**config.mk**
```make
export PLATFORM = sky130hd
export DESIGN_NAME = pulse_seq
export DESIGN_NICKNAME = d
export VERILOG_FILES = /design/src/rtl/pseq_pkg.sv /design/src/rtl/pseq_rst_sync.sv /design/src/rtl/pseq_desc_mem.sv /design/src/rtl/pseq_pacer.sv /design/src/rtl/pseq_engine.sv /design/src/rtl/pulse_seq.sv
export SDC_FILE = /design/constraint.sdc
export NUM_CORES = 1
export LEC_CHECK = 0
export BUFFER_PORTS_ARGS = -buffer_cell sky130_fd_sc_hd__buf_4
export CAP_MARGIN = 20
export CELL_PAD_IN_SITES_DETAIL_PLACEMENT = 1
export CELL_PAD_IN_SITES_GLOBAL_PLACEMENT = 1
export CORE_MARGIN = 8
export CORE_UTILIZATION = 53
export DETAILED_ROUTE_END_ITERATION = 8
export PLACE_DENSITY_LB_ADDON = 0.3
export SKIP_CTS_REPAIR_TIMING = 1
export SYNTH_ARGS = -nofsm -noshare
export SYNTH_HDL_FRONTEND = slang
export SYNTH_SLANG_ARGS = --single-unit
```
**constraint.sdc**
```tcl
create_clock -name clk -period 20.8 [get_ports clk]
set_clock_uncertainty 0.05 [all_clocks]
set_input_delay 2.08 -clock clk [delete_from_list [all_inputs] [get_ports clk]]
set_output_delay 2.08 -clock clk [all_outputs]
set_load 0.05 [all_outputs]
```
**src/rtl/pseq_pkg.sv**
```systemverilog
package pseq_pkg;
  typedef enum logic [1:0] {
    OP_NOP  = 2'd0,
    OP_SET  = 2'd1,
    OP_CLR  = 2'd2,
    OP_WAIT = 2'd3
  } seq_op_e;
endpackage

```
**src/rtl/pseq_rst_sync.sv**
```systemverilog
module pseq_rst_sync (
  input  logic clk,
  input  logic rst_n,
  output logic rst_s_n
);
  logic stage_q;

  always_ff @(posedge clk or negedge rst_n) begin
    if (!rst_n) begin
      stage_q <= 1'b0;
      rst_s_n <= 1'b0;
    end else begin
      stage_q <= 1'b1;
      rst_s_n <= stage_q;
    end
  end
endmodule

```
**src/rtl/pseq_desc_mem.sv**
```systemverilog
module pseq_desc_mem #(
  parameter int N_OUT = 8,
  parameter int DEPTH = 32,
  localparam int IDX_W = $clog2(DEPTH)
) (
  input  logic             clk,
  input  logic             rst_n,
  input  logic             wr_en,
  input  logic [IDX_W-1:0] wr_addr,
  input  logic [1:0]       wr_op,
  input  logic [N_OUT-1:0] wr_mask,
  input  logic [IDX_W-1:0] wr_next,
  input  logic [IDX_W-1:0] rd_idx,
  output logic [1:0]       rd_op,
  output logic [N_OUT-1:0] rd_mask,
  output logic [IDX_W-1:0] rd_next
);
  logic [1:0]       op_q   [DEPTH];
  logic [N_OUT-1:0] mask_q [DEPTH];
  logic [IDX_W-1:0] next_q [DEPTH];

  // One write per cycle; each entry has its own written-out enable.
  always_ff @(posedge clk or negedge rst_n) begin
    if (!rst_n) begin
      for (int i = 0; i < DEPTH; i++) begin
        op_q[i]   <= 2'd0;
        mask_q[i] <= '0;
        next_q[i] <= '0;
      end
    end else begin
      for (int i = 0; i < DEPTH; i++) begin
        if (wr_en && (wr_addr == IDX_W'(i))) begin
          op_q[i]   <= wr_op;
          mask_q[i] <= wr_mask;
          next_q[i] <= wr_next;
        end
      end
    end
  end

  // Combinational fetch: a write lands before the next fetch of that entry.
  always_comb begin
    rd_op   = op_q[rd_idx];
    rd_mask = mask_q[rd_idx];
    rd_next = next_q[rd_idx];
  end
endmodule

```
**src/rtl/pseq_pacer.sv**
```systemverilog
module pseq_pacer #(
  parameter int DIV_W = 16
) (
  input  logic             clk,
  input  logic             rst_n,
  input  logic             run,
  input  logic [DIV_W-1:0] div_val,
  output logic             tick
);
  logic [DIV_W-1:0] cnt_q;
  logic [DIV_W-1:0] cnt_d;
  logic             wrap;

  assign wrap = (cnt_q >= div_val);
  assign tick = run && wrap;

  always_comb begin
    cnt_d = cnt_q;
    if (!run) begin
      cnt_d = '0;
    end else if (wrap) begin
      cnt_d = '0;
    end else begin
      cnt_d = cnt_q + 1'b1;
    end
  end

  always_ff @(posedge clk or negedge rst_n) begin
    if (!rst_n) begin
      cnt_q <= '0;
    end else begin
      cnt_q <= cnt_d;
    end
  end
endmodule

```
**src/rtl/pseq_engine.sv**
```systemverilog
module pseq_engine
  import pseq_pkg::*;
#(
  parameter int N_OUT = 8,
  parameter int IDX_W = 5
) (
  input  logic             clk,
  input  logic             rst_n,
  input  logic             run,
  input  logic             tick,
  input  logic [1:0]       cur_op,
  input  logic [N_OUT-1:0] cur_mask,
  input  logic [IDX_W-1:0] cur_next,
  output logic [IDX_W-1:0] ptr,
  output logic [N_OUT-1:0] pins
);
  seq_op_e          op;
  logic [IDX_W-1:0] ptr_q, ptr_d;
  logic [N_OUT-1:0] pins_q, pins_d;

  assign op = seq_op_e'(cur_op);

  always_comb begin
    ptr_d  = ptr_q;
    pins_d = pins_q;
    if (!run) begin
      ptr_d  = '0;
      pins_d = '0;
    end else begin
      case (op)
        OP_SET: begin
          pins_d = pins_q | cur_mask;
          ptr_d  = cur_next;
        end
        OP_CLR: begin
          pins_d = pins_q & ~cur_mask;
          ptr_d  = cur_next;
        end
        OP_WAIT: begin
          if (tick) ptr_d = cur_next;
        end
        default: begin
          ptr_d = cur_next;
        end
      endcase
    end
  end

  always_ff @(posedge clk or negedge rst_n) begin
    if (!rst_n) begin
      ptr_q  <= '0;
      pins_q <= '0;
    end else begin
      ptr_q  <= ptr_d;
      pins_q <= pins_d;
    end
  end

  assign ptr  = ptr_q;
  assign pins = pins_q;
endmodule

```
**src/rtl/pulse_seq.sv**
```systemverilog
module pulse_seq #(
  parameter int N_OUT = 8,
  parameter int DEPTH = 32,
  parameter int DIV_W = 16,
  localparam int IDX_W = $clog2(DEPTH)
) (
  input  logic             clk,
  input  logic             rst_n,
  input  logic             run,
  input  logic [DIV_W-1:0] div_val,
  input  logic             wr_en,
  input  logic [IDX_W-1:0] wr_addr,
  input  logic [1:0]       wr_op,
  input  logic [N_OUT-1:0] wr_mask,
  input  logic [IDX_W-1:0] wr_next,
  output logic [N_OUT-1:0] pins
);
  logic             rst_s_n;
  logic             tick;
  logic [IDX_W-1:0] ptr;
  logic [1:0]       cur_op;
  logic [N_OUT-1:0] cur_mask;
  logic [IDX_W-1:0] cur_next;

  pseq_rst_sync u_rst (
    .clk     (clk),
    .rst_n   (rst_n),
    .rst_s_n (rst_s_n)
  );

  pseq_desc_mem #(.N_OUT(N_OUT), .DEPTH(DEPTH)) u_mem (
    .clk     (clk),
    .rst_n   (rst_s_n),
    .wr_en   (wr_en),
    .wr_addr (wr_addr),
    .wr_op   (wr_op),
    .wr_mask (wr_mask),
    .wr_next (wr_next),
    .rd_idx  (ptr),
    .rd_op   (cur_op),
    .rd_mask (cur_mask),
    .rd_next (cur_next)
  );

  pseq_pacer #(.DIV_W(DIV_W)) u_pacer (
    .clk     (clk),
    .rst_n   (rst_s_n),
    .run     (run),
    .div_val (div_val),
    .tick    (tick)
  );

  pseq_engine #(.N_OUT(N_OUT), .IDX_W(IDX_W)) u_eng (
    .clk      (clk),
    .rst_n    (rst_s_n),
    .run      (run),
    .tick     (tick),
    .cur_op   (cur_op),
    .cur_mask (cur_mask),
    .cur_next (cur_next),
    .ptr      (ptr),
    .pins     (pins)
  );
endmodule

```
* Word-level counts from Yosys, hierarchy flattened *
Index checks and enable logic that the tools add are counted.

storage, ports and cells
  flip-flop bits (word level) = 511
  input bits = 40
  output and inout bits = 8

operators by class
  add/sub/neg operators = 1
  $lt $le $gt $ge = 2
  equality and inequality tests = 36
  multiplexer cells = 16
  bitwise gates (word level) = 4
  reduce and logical (&&, ||, !) cells = 34

operators by type and width
  cell                                                   number
  == test 5 bit, second input constant                   16
  binary-select mux 8 bit (select 5 bit)                 1
  == test 5 x 4 -> 1 bit, second input constant          8
  logical AND 1 bit                                      33
  two-way mux 16 bit                                     2
  binary-select mux 5 bit (select 5 bit)                 1
  two-way mux 5 bit                                      5
  two-way mux 8 bit                                      3
  == test 5 x 3 -> 1 bit, second input constant          4
  adder 16 x 1 -> 16 bit, second input constant          1
  >= comparator 16 bit                                   1
  one-hot mux 8 bit (2 select lines)                     1
  binary-select mux 2 bit (select 5 bit)                 1
  == test 5 x 2 -> 1 bit, second input constant          2
  AND 8 bit                                              1
  inverter 8 bit                                         1
  OR 8 bit                                               1
  >= comparator 6 bit, second input constant             1
  inverter 5 -> 6 bit                                    1
  == test 5 x 1 -> 1 bit, second input constant          1
  logical NOT 5 bit                                      1
  == test 2 bit, second input constant                   2
  two-way mux 2 bit                                      2
  inequality test 3 x 1 -> 1 bit, second input constant  1
  other kinds (2)                                        2

* Depth between registers and ports, before layout *
  depth after elaboration = 8
  mapped depth = 12

* By module *
A second synthesis with hierarchy kept.

unflattened totals
  cells, all modules = 1815
  area total of the unflattened synthesis = 24060.6 sq um

by module, submodules not included
  module         times used  cells an instance  area each (sq um)  seq. area each (sq um)
  pseq_desc_mem  1           1627               22178.8            12011.5
  pseq_pacer     1           126                1152.4             400.4
  pseq_engine    1           59                 675.6              325.3
  pseq_rst_sync  1           3                  53.8               50.0

* Least setup slack after synthesis *
Ideal clock, no wire load.

  path kind = input -> register
  from = input port div_val[6]
  to = register u_eng.ptr_q[0] (netlist: u_eng.ptr[0])
  setup time = 125 ps
  data arrival time = 3925 ps
  data required time = 20625 ps
  slack = 16700 ps
  cell stages on the path = 9
  cell sequence = inv_1 ha_1 a21oi_1 nand2_1 a211o_1 o21ai_0 nand2_1 nor3_2 mux2_2

on the way
  cells in the longest elaborated chain, start to end = 3

ends and longest elaborated chain
  item                                    line               text
  from (decl)                             pulse_seq.sv:10    input logic [DIV_W-1:0] div_val,
  >= comparator 16 bit                    pseq_pacer.sv:14   assign wrap = (cnt_q >= div_val);
  logical AND 1 bit                       pseq_pacer.sv:15   assign tick = run && wrap;
  inequality test 3 bit (no source line)  n/a
  to (signal assigned)                    pseq_engine.sv:54  ptr_q <= ptr_d;
  to (decl)                               pseq_engine.sv:18  logic [IDX_W-1:0] ptr_q, ptr_d;

Every way passes these cells.
A chain may end at the register's enable or synchronous reset.

* Worst setup path in the final report *
  from = register u_eng.ptr_q[1] (netlist: u_eng.ptr[1])
  to = register u_eng.ptr_q[3] (netlist: u_eng.ptr[3])

on the way
  cells in the longest elaborated chain, start to end = 7
  elaborated cells between the ends (all ways) = 12
  classes of those cells = eq/ne: 2; mux: 9; bitwise: 1

ends and longest elaborated chain
  item                                                                                                     line                                      text
  inverter 5 -> 6 bit (not written as such) *                                                              pseq_desc_mem.sv:43, pseq_desc_mem.sv:45
  binary-select mux 2 bit (select 5 bit) / binary-select mux 5 bit (select 5 bit) (equally long branches)  pseq_desc_mem.sv:43, pseq_desc_mem.sv:45
  two-way mux 2 bit (not written as such) / two-way mux 5 bit (equally long branches) (2 in a row)         pseq_desc_mem.sv:43, pseq_desc_mem.sv:45
  == test 2 bit / two-way mux 5 bit (equally long branches)                                                pseq_engine.sv:30, pseq_engine.sv:40
  two-way mux 5 bit                                                                                        pseq_engine.sv:30                         case (op)
  two-way mux 5 bit                                                                                        pseq_engine.sv:26                         if (!run) begin

Mark *: on every way between the ends. The rest lies on a longest branch, timed or not. The select of a mux whose other input is x is not followed.

==> results.toml <==
[run_status]
status = "finished clean"

[cts]
clock_latency_ns = 0.59
cts_inserted_buffers = 52
cts_tree = "built"
htree_levels = 2
cts_root_buf = "clkbuf_16"
cts_sinks = 511
cts_buffer_depth = 3
clk_pin_slew_ns = 0.06

[sta]
grt_setup_unrepaired = "false"
worstMarginPinSlew_ns = 1.095
slew_viol_final = 0
setup_viol = 0
fin_tns_setup_ns = 0
hold_viol_final = 0
max_freq_ghz = 0.2266
finalCriticalPeriod_ns = 4.413
post-route-period-util_pct = 21.21
maxSlewHeadroom_pct = 25.12

[grt]
antenna_found_initial = 0
grt-ovfl-total = 0
grt_pass1_wl_mm = 98.41
grt_max_degree = 82
gr-usage-all-layers_pct = 24.19
grt_pass1_vias = 15811

[critical_path]
arrival_ns = 4.83
endpoint_kind = "flop"
reg2reg_depth = 9
required_ns = 21.21
crit_type = "reg -> reg"
cp_max_fo = 44
startpoint_type = "flop"

[logic_synthesis]
synth_cells = 1644
ys_seq_area_share_pct = 53.76
synthArstFlopShare_pct = 100.0
synth.avg_cell_area_um2 = 14.47
synthesis.nets = 1701
synth_ff_type = "dfrtp_1"
ys_types = 46
ys_warn_count = 0
netlist_area_um2 = 23790
synth-seq-cells = 511
synth_edf_count = 0

[detailed_routing]
wirelength_mm = 62.61
via_count = 14243
viasPerCell = 6.225
drt-pass1-iter-count = 5
drc = 0
ant_nets = 0
post_drt_wl_per_cell_um = 27.36
drt_iter0_drc = 1082

[final_layout]
drive_gt1_share_pct = 43.28
final_cell_mix = "dfrtp_1, mux2_2, mux2i_1"
layout_commonest_cell = "dfrtp_1"
num-fill-cells = 4038
seqCellArea_um2 = 12800
nNetsFinal = 1713
multiInputGateArea_um2 = 10350
syn2layout_area_growth_pct = 11.04
diodes = 0

[run]
max_cap_viol_count = 0

[place]
dp_hpwl_mm = 38.46
io_buffers = 47
place_congestion = 0.7966

[worst_hold_path]
hold_depth = 0
hold_path_class = "reg -> reg"

[die]
dieWidth_um = 227.8
fp-row-count = 77
core-area_um2 = 44220
die_area_um2 = 51910
start_util_pct = 53.79
die_h_um = 227.8
ioPinCount = 48

[pwr]
total_power_mw = 3.157
p_leak_nw = 11.64
p_per_area_nw_per_um2 = 119.5
ir_worst_vdd_uv = 61.76
cells in the mapped netlist (3+ instances only):
library cell | n | area share (%)
a2111oi_0 | 7 | 0.26
a211oi_1 | 9 | 0.28
a21oi_1 | 5 | 0.11
a22o_1 | 18 | 0.66
a22oi_1 | 44 | 1.4
a31oi_1 | 11 | 0.29
and2_1 | 4 | 0.11
and3_1 | 13 | 0.34
buf_2 | 18 | 0.38
buf_4 | 12 | 0.38
buf_6 | 10 | 0.47
clkbuf_1 | 88 | 1.4
dfrtp_1 | 511 | 54
ha_1 | 17 | 0.89
inv_1 | 21 | 0.33
mux2_1 | 20 | 0.95
mux2_2 | 464 | 22
mux2i_1 | 98 | 4.1
mux4_2 | 78 | 7.4
nand2_1 | 36 | 0.57
nand2b_1 | 8 | 0.21
nand3_1 | 20 | 0.42
nand4_1 | 6 | 0.16
nand4b_1 | 3 | 0.11
nor2_1 | 44 | 0.69
nor2b_1 | 19 | 0.50
nor3_1 | 10 | 0.21
o21a_1 | 7 | 0.22
o21ai_0 | 5 | 0.11
o21bai_1 | 7 | 0.22
xnor2_1 | 9 | 0.33
xor2_1 | 5 | 0.18
report_power, final:
part           leakage (nW)  switching, mW  total [mW]  internal, mW
sequential             6.55          0.151        1.34          1.19
combinational          4.23          0.449       0.887         0.438
clock                 0.864          0.386       0.931         0.545
cell families after synthesis:
logic type	after synthesis	share of synthesized area (%)
xor+xnor	14	0.5155
fa+ha+maj	17	0.8942
compound gates	122	3.877
flops	511	53.76
mux	660	34.42
simple gates	168	3.530
buf+inv	151	2.983
other cells	1	0.01577
worst max-delay path, cell delays in order, from the launching register on:
cell and delay, ns:
dfrtp_4 0.68, buf_4 0.73, buf_4 0.62, mux2i_1 0.31
a22oi_1 0.12, nand3_1 0.17, o21ai_0 0.14, a211oi_2 0.85
nor3_2 0.21, mux2_2 0.34
state kept, by name, indices dropped and copies added, names as in the netlist:
register / count
u_mem.mask_q: 256
u_mem.next_q: 160
u_mem.op_q: 64
u_pacer.cnt_q: 16
u_eng.pins: 8
u_eng.ptr: 5
u_rst.rst_s_n: 1
u_rst.stage_q: 1
metal layers:
metal  vias up  GRT usage (%)  routed length (µm)
met5         -              0                   0
met4         0          7.992                1669
met3       102          3.177                2258
met2       284          39.12               30580
met1      7785          33.70               28100
li1       6072              -                   -
metrics by stage:
stage	cell area, µm²	utilization (%)	setup WS (ns)	hold WS, ns	instances
2_1_floorplan	23790	-	5.453	0.2812	1644
3_3_place_gp	24580	55.58	16.11	0.2874	2188
3_5_place_dp	24590	55.60	16.06	0.2966	2190
4_1_cts	26300	59.47	16.39	0.3108	2284
5_1_grt	26410	59.72	16.12	0.3260	2288
6_report	26410	59.72	16.39	0.3095	2288
path summary, 6_finish.rpt:
check	from	endpoint	slack, ns
worst max-delay path	u_eng.ptr[1]	u_eng.ptr[3]	16.39
worst min-delay path	u_rst.stage_q	u_rst.rst_s_n	0.31
worst max register to register	u_eng.ptr[1]	u_eng.ptr[3]	16.39
worst min register to register	u_rst.stage_q	u_rst.rst_s_n	0.31
max in group asynchronous	u_rst.rst_s_n	u_mem.mask_q[113]	17.40
min in group asynchronous	u_rst.rst_s_n	u_mem.next_q[83]	0.41
cell type report:
class	count	share of cell area [%]
sequential	511	48.47
multi-input combinational	982	39.17
clock buffer	80	6.126
tap	592	2.805
timing repair buffer	87	2.748
clock inverter	14	0.3601
inverter	22	0.3127
No activity file was read; power rests on OpenSTA's default activity.
